===== config.mk =====
export PLATFORM = sky130hd
export DESIGN_NAME = otp_mem_ctrl
export DESIGN_NICKNAME = d
export VERILOG_FILES = /design/src/rtl/otp_mem_pkg.sv /design/src/rtl/otp_mem_ctrl.sv
export SDC_FILE = /design/constraint.sdc
export NUM_CORES = 1
export LEC_CHECK = 0
export BUFFER_PORTS_ARGS = -buffer_cell sky130_fd_sc_hd__clkbuf_2
export CORE_AREA = 2 2 39 41
export CTS_BUF_LIST = sky130_fd_sc_hd__clkbuf_8
export DETAILED_ROUTE_END_ITERATION = 16
export DIE_AREA = 0 0 41 43
export HOLD_SLACK_MARGIN = 0.08
export PLACE_DENSITY = 0.74
export SYNTH_ARGS = -nofsm -noshare
export SYNTH_HDL_FRONTEND = slang
export SYNTH_SLANG_ARGS = --single-unit

===== constraint.sdc =====
create_clock -name clk -period 3.2 [get_ports clk]
set_input_delay 0.8 -clock clk [delete_from_list [all_inputs] [get_ports clk]]
set_output_delay 0.8 -clock clk [all_outputs]
set_load 0.05 [all_outputs]

===== src/rtl/otp_mem_pkg.sv =====
package otp_mem_pkg;

  localparam logic [7:0] ID_BYTE_LO = 8'h20;
  localparam logic [7:0] ID_BYTE_HI = 8'h42;

  typedef enum logic [2:0] {
    MODE_STANDBY,
    MODE_OUTOFF,
    MODE_READ,
    MODE_IDREAD,
    MODE_PROGRAM,
    MODE_INHIBIT
  } memMode_e;

  typedef struct packed {
    logic wrEn;
    logic eraseWr;
    logic driveEn;
    logic idSel;
  } memStrobe_t;

endpackage


===== src/rtl/otp_mem_ctrl.sv =====
module otp_mem_ctrl
  import otp_mem_pkg::*;
#(
  parameter int DEPTH_LOG2 = 8
) (
  input  logic                  clk,
  input  logic                  rstN,
  input  logic                  chipEnN,
  input  logic                  outEnN,
  input  logic                  vppHigh,
  input  logic                  idHigh,
  input  logic                  eraseReq,
  output memStrobe_t            strb,
  output logic [DEPTH_LOG2-1:0] eraseAddr,
  output logic                  eraseDone
);

  memMode_e mode;
  logic     eraseBusy;
  logic     sweepLast;

  // Mode decode: the raised program supply overrides the output gate
  always_comb begin
    if (chipEnN)       mode = vppHigh ? MODE_INHIBIT : MODE_STANDBY;
    else if (vppHigh)  mode = MODE_PROGRAM;
    else if (outEnN)   mode = MODE_OUTOFF;
    else if (idHigh)   mode = MODE_IDREAD;
    else               mode = MODE_READ;
  end

  assign sweepLast = &eraseAddr;

  always_ff @(posedge clk or negedge rstN) begin
    if (!rstN) begin
      eraseBusy <= 1'b0;
      eraseAddr <= '0;
      eraseDone <= 1'b0;
    end else if (eraseBusy) begin
      eraseAddr <= eraseAddr + 1'b1;
      if (sweepLast) begin
        eraseBusy <= 1'b0;
        eraseDone <= 1'b1;
      end
    end else if (eraseReq) begin
      eraseBusy <= 1'b1;
      eraseAddr <= '0;
      eraseDone <= 1'b0;
    end
  end

  always_comb begin
    strb.eraseWr = eraseBusy;
    strb.wrEn    = (mode == MODE_PROGRAM) && !eraseBusy;
    strb.driveEn = ((mode == MODE_READ) || (mode == MODE_IDREAD)) && !eraseBusy;
    strb.idSel   = (mode == MODE_IDREAD);
  end

endmodule


After elaboration in Yosys (flattened, before gate mapping)
Index checks and enable logic that the tools add are counted.
- register bits: 10
- bits of input ports: 7
- $add $sub $neg: 1
- eq/ne operators: 4
- multiplexer cells: 13
- reduce and logical (&&, ||, !) cells: 7
- operators with widths (operator ; number):
    8-bit two-way mux ; 2
    3-bit two-way mux ; 3
    8-bit by 1-bit adder with 8-bit output, second input constant ; 1
    8-bit AND reduction ; 1
    1-bit two-way mux ; 7
    3-bit by 2-bit == test with 1-bit output, second input constant ; 2
    3-bit == test, second input constant ; 1
    1-bit logical AND ; 2
    2-bit two-way mux ; 1
    2-bit by 1-bit inequality test with 1-bit output, second input constant ; 1
    2-bit AND reduction ; 1
    2-bit nonzero test ; 1
    1-bit zero test ; 1
    1-bit logical OR ; 1

Longest topological paths before layout
Gate-level depths: netlist of run 1.
- depth after elaboration: 7
- depth in mapped cells: 4

Worst setup path after synthesis of run 1
Ideal clock, no wire load.
- path type: input port to output port
- from: input vppHigh
- to: output strb[0] in the netlist's numbering
- arrival time: 2.457 ns
- data required time: 2.400 ns
- slack: -0.057 ns
- stages: 1
- path through: nor4b_1
- longest elaborated chain between the ends: 3
- elaborated cells between the ends (all ways): 4
- those cells by class: 1 x eq/ne; 3 x mux
- RTL lines (what ; RTL line ; RTL):
    start: declaration ; otp_mem_ctrl.sv:10 ; input logic vppHigh,
    3-bit two-way mux (on tied branches) ; otp_mem_ctrl.sv:25, otp_mem_ctrl.sv:24 ;
    3-bit two-way mux (*) ; otp_mem_ctrl.sv:24 ; if (chipEnN) mode = vppHigh ? MODE_INHIBIT : MODE_STANDBY;
    3-bit by 2-bit == test with 1-bit output (*) ; otp_mem_ctrl.sv:55 ; strb.idSel = (mode == MODE_IDREAD);
    end: declaration ; otp_mem_ctrl.sv:13 ; output memStrobe_t strb,
Mark *: on every way between the ends. The rest lies on a longest branch, timed or not.

==> results of run 1 <==
==> cells by family (layout without fill, tap and decap cells) <==
kind of cell / after synthesis / after routing / synth area share [%]
compound gates: 10 / 10 / 13.3
buf+inv: 2 / 22 / 2.37
xor+xnor: 2 / 2 / 3.33
flops: 10 / 10 / 47.5
mux: 3 / 3 / 5.70
simple gates: 20 / 20 / 25.4
fa+ha+maj: 1 / 1 / 2.37
==> sequential cells by signal, summed over array words and instances, names as in the netlist <==
register   cells
eraseAddr      8
eraseDone      1
eraseBusy      1
==> cell type report <==
type	count	area share, %
clock buffers	3	6.10
multi-input cells	36	39.9
flip-flops and latches	10	37.0
well taps	16	2.96
repair buffers	19	14.0
==> cells in the final DEF (no fill, tap or decap), types with 2 or more instances in the layout <==
cell / netlist / layout
nand4_1: 2 / 2
dfrtp_1: 10 / 10
clkbuf_8: 0 / 3
nand2_1: 5 / 5
mux2i_1: 3 / 3
o211ai_1: 2 / 2
nand2b_1: 3 / 3
nand3_1: 2 / 2
nor3b_1: 2 / 2
clkbuf_2: 0 / 19
o31ai_1: 2 / 2
==> stage by stage <==
stage,hold slack (ns),power (mW),setup WS (ns),area (µm²)
finish,0.424,0.834,0.894,677
detailed placement,0.496,0.712,0.891,636
global placement,0.479,0.700,0.943,636
floorplan,0.504,0.610,0.0467,533
global route,0.429,0.895,0.779,677
CTS,0.429,0.845,0.889,677
==> worst paths after layout <==
| kind | startpoint | endpoint | slack (ns) | cells after the start |
|---|---|---|---|---|
| worst max-delay path | vppHigh | strb[1] | 0.89 | 3 |
| worst min-delay path | rstN | eraseBusy | 0.42 | 1 |
| worst max register to register | eraseBusy | eraseAddr[6] | 1.87 | 3 |
| worst min register to register | eraseDone | eraseDone | 0.51 | 1 |
| max in group asynchronous | rstN | eraseAddr[0] | 2.57 | 1 |
| min in group clk | eraseDone | eraseDone | 0.51 | 1 |
==> metal layers <==
layer | vias up | track usage, % | share of wire, % | wire (µm)
li1 | 221 | - | - | -
met3 | 5 | 4.71 | 2.8 | 30
met1 | 211 | 17.8 | 40 | 424
met5 | - | 0 | 0 | 0
met4 | 0 | 14.0 | 4.2 | 45
met2 | 11 | 25.0 | 53 | 572
==> where the power goes <==
group	switching, mW	leakage (nW)	internal [mW]
Clock	0.0449	0.0216	0.0820
Sequential	0.0918	0.117	0.187
Combinational	0.305	0.172	0.124
==> worst max-delay path, stage by stage <==
cell      delay (ns)
clkbuf_2        0.10
nor4_1          0.27
clkbuf_2        0.33
==> results_dict.tcl, run 1 <==
set metrics [dict create \
    detail_route.wl_per_cell_um 12.8 \
    synth_top_area_share_pct 47.5 \
    yosysTopAreaCell "dfrtp_1" \
    h-tree-depth 1 \
    place.gp.congestion 0.704 \
    grt_max_degree 16 \
    worstSetupStartpointType "input pin" \
    first_pass_iters 4 \
    cts_setup_buffers 0 \
    drc_errors 0 \
    fillers 131 \
    cts_tree "done" \
    cts.sinks 10 \
    synth.distinct_cells 26 \
    critPathArrivalTime_ns 1.51 \
    synth.most_common_cell "dfrtp_1" \
    synth_seq_cells 10 \
    power_leakage_nw 0.310 \
    tns_ns 0 \
    antenna_found_initial 0 \
    ir_drop_mv 0.343 \
    numCtsBuffers 3 \
    cts.path.max_buffers 2 \
    syn-num-nets 56 \
    netlist_instances 48 \
    worstMarginPinSlew_ns 0.485 \
    hpwlAfterDp_um 801 \
    drtIter0Drc 4 \
    grt_pass1_vias 446 \
    seq_area_um2 250 \
    max_freq_mhz 434 \
    antenna_cells_inserted 0 \
    synthesis.area_um2 527 \
    post-route-min-period_ns 2.31 \
    synth-edff-count 0 \
    crit_fanout 3 \
    worstPathRequired_ns 2.40 \
    die_h_um 43 \
    dp_cells 81 \
    multi_input_area_um2 270 \
    root_buffer "clkbuf_8" \
    clkLatencyLatePin_ns 0.23 \
    ys_dominant_reg_cell "dfrtp_1" \
    avgSynthCellArea_um2 11.0 \
    hold_class "input pin to async pin" \
    ctsHoldBuffers 0 \
    final.setup_skew_ns 0.00439 \
    synthTopCellsByCount "dfrtp_1 (10), nand2_1 (5), mux2i_1 (3), nand2b_1 (3)" \
    area_delta_synth_final_pct 28.5 \
    grt_pass1_wl_um 1860 \
    setup_viol 0 \
    drive_above_1_share_pct 38.2 \
    outcome "finished clean" \
    rows 14 \
    grt.overflow.total 0 \
    cp-end-kind "output port" \
    ant_nets 0 \
    ctsResizeCount 0 \
    async_reset_ff_share_pct 100 \
    synthTopCellsByArea "dfrtp_1 (48%), mux2i_1 (5.7%), nand4_4 (4.0%)" \
    slew_viol_final 0 \
    vias 448 \
    io_buffers 19 \
    cap_violations 0 \
    routed_wirelength_um 1070 \
    fin_nets 78 \
    ys_seq_area_share_pct 47.5 \
    fin_cells 84 \
    yosysWarnings 0 \
    initial_core_util_pct 38.1 \
    fin_crit_sh_pct 72.1 \
    criticalPathCategory "input pin to output port" \
    io_pins 20 \
    post-route-util_pct 48.9 \
    fp.coreArea_um2 1380 \
    clk_pin_slew_worst_paths_ns 0.05 \
    rsz0062_at_grt "no" \
    hold_viol_final 0 \
    fp.dieArea_um2 1760 \
    max_slew_margin_pct 67.6 \
    pwr_density_cell_nw_per_um2 1230 \
    via_per_inst 5.33 \
    grt_usage_pct 16.6 \
    die_w_um 41 \
]
(Power assumes the default switching activity.)
==> run 2, diff against run 1 <==
Settings changed: PLACE_DENSITY 0.74 to 0.76.
Clock period 3.2 ns to 1.85 ns, I/O delays scaled along.
==> results_dict.tcl, run 2 (synthesis results as in run 1) <==
set metrics [dict create \
    top_register "eraseAddr" \
    hpwlAfterDp_um 808 \
    ir_drop_mv 0.998 \
    fp.coreArea_um2 1380 \
    clockPowerShare_pct 15.0 \
    criticalPathCategory "register to output port" \
    setup_slack_ns 0.141 \
    grt_pass1_wl_um 1660 \
    critPathArrivalTime_ns 1.25 \
    max_freq_mhz 585 \
    die_h_um 43 \
    detail_route.wl_per_cell_um 12.0 \
    combPwrFrac_pct 51.9 \
    clkLatencyLatePin_ns 0.23 \
    hold_viol_final 0 \
    fillers 133 \
    largest_register_ffs 8 \
    cts_setup_buffers 0 \
    via_per_inst 5.33 \
    vias 453 \
    fin_crit_sh_pct 92.4 \
    ctsHoldBuffers 0 \
    crit_fanout 3 \
    cts.path.max_buffers 2 \
    initial_core_util_pct 38.1 \
    dpl_worst_slack_ns 0.189 \
    final.setup_skew_ns 0.00363 \
    setup_viol 0 \
    routed_wirelength_um 1020 \
    numCtsBuffers 3 \
    intPower_mw 0.683 \
    fin_nets 79 \
    cap_violations 0 \
    fp.dieArea_um2 1760 \
    root_buffer "clkbuf_8" \
    grt_max_degree 14 \
    pwr_density_cell_nw_per_um2 2050 \
    final_cell_mix "clkbuf_2 (19), dfrtp_1 (10), nand2_1 (5)" \
    cts.sinks 10 \
    first_pass_iters 4 \
    max_slew_margin_pct 81.2 \
    drtIter0Drc 18 \
    io_pins 20 \
    ant_nets 0 \
    post-route-min-period_ns 1.71 \
    place.gp.congestion 0.786 \
    switchingPower_mw 0.761 \
    worstSetupStartpointType "register" \
    drc_errors 0 \
    h-tree-depth 1 \
    antenna_cells_inserted 0 \
    die_w_um 41 \
    rsz0062_at_grt "no" \
    grt_pass1_vias 407 \
    worstMarginPinSlew_ns 0.283 \
    seq_power_share_pct 33.2 \
    io_buffers 19 \
    area_delta_synth_final_pct 33.7 \
    grt_usage_pct 14.2 \
    drive_above_1_share_pct 42.0 \
    cp-end-kind "output port" \
    grt.overflow.total 0 \
    rows 14 \
    outcome "finished clean" \
    hold_class "input pin to async pin" \
    power_leakage_nw 0.321 \
    slew_viol_final 0 \
    antenna_found_initial 0 \
    top_regs "eraseAddr (8), eraseBusy (1), eraseDone (1)" \
    cts_tree "done" \
    p_sw_share_pct 52.7 \
    clk_pin_slew_worst_paths_ns 0.05 \
    worstPathRequired_ns 1.39 \
    layout.cells.most_common "clkbuf_2" \
    hold_ws_ns 0.0875 \
    ctsResizeCount 0 \
]
## run 2: cell count changes in the layout (fill, tap and decap cells not counted)
cell     delta
nor3b_1     -1
nor4_2      +1
buf_4       +1
nor4b_2     -1
nor3b_2     +1
nor4b_4     +1
nor4_1      -1
## run 2: worst max-delay path, stage by stage, from the launching register on
cell	delay [ns]
dfrtp_1	0.40
nor4_2	0.30
clkbuf_2	0.32
## run 2: layout make-up
type                       instances  area, µm²  area share, %
clock buffer                       3       41.3           5.86
tap                               16       20.0           2.84
multi-input combinational         36        290           41.2
sequential                        10        250           35.5
timing repair buffer              20        103           14.6
## run 2: per-layer routing
| layer | routed length (µm) | track usage, % | vias to the layer above |
|---|---|---|---|
| li1 | - | - | 226 |
| met1 | 457 | 18.5 | 208 |
| met2 | 484 | 20.6 | 17 |
| met5 | 0 | 0 | - |
| met3 | 66 | 3.14 | 2 |
| met4 | 13 | 8.00 | 0 |
## run 2: power groups by stage
stage	Clock, mW	Combinational [mW]	Sequential (mW)
finish	0.216	0.749	0.479
global route	0.236	0.801	0.502
CTS	0.221	0.756	0.481
detailed placement	0	0.755	0.484
global placement	0	0.742	0.477
floorplan	0	0.248	0.810
## run 2: stage by stage
stage | area, µm² | TNS [ns] | std cells | power, mW | utilization, %
detailed placement | 663 | 0 | 82 | 1.24 | 47.9
finish | 704 | 0 | 85 | 1.44 | 50.9
global placement | 663 | 0 | 82 | 1.22 | 47.9
global route | 704 | 0 | 85 | 1.54 | 50.9
floorplan | 553 | -0.208 | 48 | 1.06 | -
CTS | 704 | 0 | 85 | 1.46 | 50.9
## run 2: final timing paths
kind,startpoint,end,slack (ns),depth (start not counted)
worst max-delay path,eraseBusy,strb[1],0.14,2
worst min-delay path,rstN,eraseAddr[7],0.09,1
worst max register to register,eraseAddr[0],eraseDone,0.58,4
worst min register to register,eraseDone,eraseDone,0.49,1
max in group asynchronous,rstN,eraseAddr[1],1.56,1
min in group clk,eraseDone,eraseDone,0.49,1
==> run 3, diff against run 2 <==
Settings changed: MAX_ROUTING_LAYER from default to met4.
==> results_dict.tcl, run 3 (synthesis results as in run 1) <==
set metrics [dict create \
    outcome "finished clean" \
    hold_class "input pin to async pin" \
    ant_nets 0 \
    grt.overflow.total 0 \
    critPathArrivalTime_ns 1.25 \
    clk_pin_slew_worst_paths_ns 0.05 \
    clockPowerShare_pct 15.0 \
    pwr_density_cell_nw_per_um2 2050 \
    fp.coreArea_um2 1380 \
    hold_viol_final 0 \
    p_sw_share_pct 52.7 \
    clkLatencyLatePin_ns 0.23 \
    hpwlAfterDp_um 808 \
    vias 453 \
    antenna_found_initial 0 \
    numCtsBuffers 3 \
    dpl_worst_slack_ns 0.189 \
    drc_errors 0 \
    grt_pass1_wl_um 1660 \
    fin_nets 79 \
    cts_tree "done" \
    fp.dieArea_um2 1760 \
    rsz0062_at_grt "no" \
    setup_slack_ns 0.141 \
    area_delta_synth_final_pct 33.7 \
    switchingPower_mw 0.761 \
    layout.cells.most_common "clkbuf_2" \
    grt_pass1_vias 406 \
    io_buffers 19 \
    h-tree-depth 1 \
    slew_viol_final 0 \
    rows 14 \
    worstPathRequired_ns 1.39 \
    first_pass_iters 4 \
    detail_route.wl_per_cell_um 12.0 \
    via_per_inst 5.33 \
    multi_input_area_um2 290 \
    grt_max_degree 14 \
    max_freq_mhz 585 \
    combPwrFrac_pct 51.9 \
    final.setup_skew_ns 0.00363 \
    ir_drop_mv 0.998 \
    criticalPathCategory "register to output port" \
    cts.sinks 10 \
    drive_above_1_share_pct 42.0 \
    drtIter0Drc 18 \
    die_w_um 41 \
    ctsHoldBuffers 0 \
    seq_area_um2 250 \
    seq_power_share_pct 33.2 \
    setup_viol 0 \
    cts.path.max_buffers 2 \
    final_cell_mix "clkbuf_2 (19), dfrtp_1 (10), nand2_1 (5)" \
    grt_usage_pct 14.5 \
    worstMarginPinSlew_ns 0.283 \
    top_register "eraseAddr" \
    initial_core_util_pct 38.1 \
    cap_violations 0 \
    top_regs "eraseAddr (8), eraseBusy (1), eraseDone (1)" \
    antenna_cells_inserted 0 \
    fillers 133 \
    worstSetupStartpointType "register" \
    intPower_mw 0.683 \
    ctsResizeCount 0 \
    fin_crit_sh_pct 92.4 \
    place.gp.congestion 0.797 \
    cts_setup_buffers 0 \
    power_leakage_nw 0.321 \
    root_buffer "clkbuf_8" \
    post-route-min-period_ns 1.71 \
    post-route-util_pct 50.9 \
    max_slew_margin_pct 81.2 \
    crit_fanout 3 \
    io_pins 20 \
    die_h_um 43 \
    largest_register_ffs 8 \
    cp-end-kind "output port" \
    routed_wirelength_um 1020 \
]
[run 3: stage by stage]
step	cells	area [µm²]	total power, mW	TNS [ns]	hold slack [ns]
finish	85	704	1.44	0	0.0875
detailed placement	82	663	1.24	0	0.339
floorplan	48	553	1.06	-0.208	0.167
CTS	85	704	1.46	0	0.0942
global route	85	704	1.54	0	0.102
global placement	82	663	1.22	0	0.341
[run 3: path summary, 6_finish.rpt]
check | startpoint | slack (ns) | to | cells after the start
setup / recovery | eraseBusy | 0.14 | strb[1] | 2
hold / removal | rstN | 0.09 | eraseAddr[7] | 1
setup reg to reg | eraseAddr[0] | 0.58 | eraseDone | 4
hold reg to reg | eraseDone | 0.49 | eraseDone | 1
max in group asynchronous | rstN | 1.56 | eraseAddr[1] | 1
min in group clk | eraseDone | 0.49 | eraseDone | 1
[run 3: power by group through the flow]
stage / sequential [mW] / combinational (mW) / clock (mW)
floorplan: 0.810 / 0.248 / 0
global placement: 0.477 / 0.742 / 0
detailed placement: 0.484 / 0.755 / 0
CTS: 0.481 / 0.756 / 0.221
global route: 0.502 / 0.801 / 0.236
finish: 0.479 / 0.749 / 0.216
[run 3: final cells by class]
cell class / count / share of cell area, %
multi-input cells: 36 / 41.2
flip-flops and latches: 10 / 35.5
repair buffers: 20 / 14.6
clock buffers: 3 / 5.86
well taps: 16 / 2.84
[run 3: layer usage]
layer,global-route usage (%),wire (µm)
met5,-,0
met4,8.00,13
met3,3.14,66
met2,20.6,484
met1,18.5,457
[run 3: critical path, stage by stage, from the launching register on]
cell and delay, ns:
dfrtp_1 0.40, nor4_2 0.30, clkbuf_2 0.32
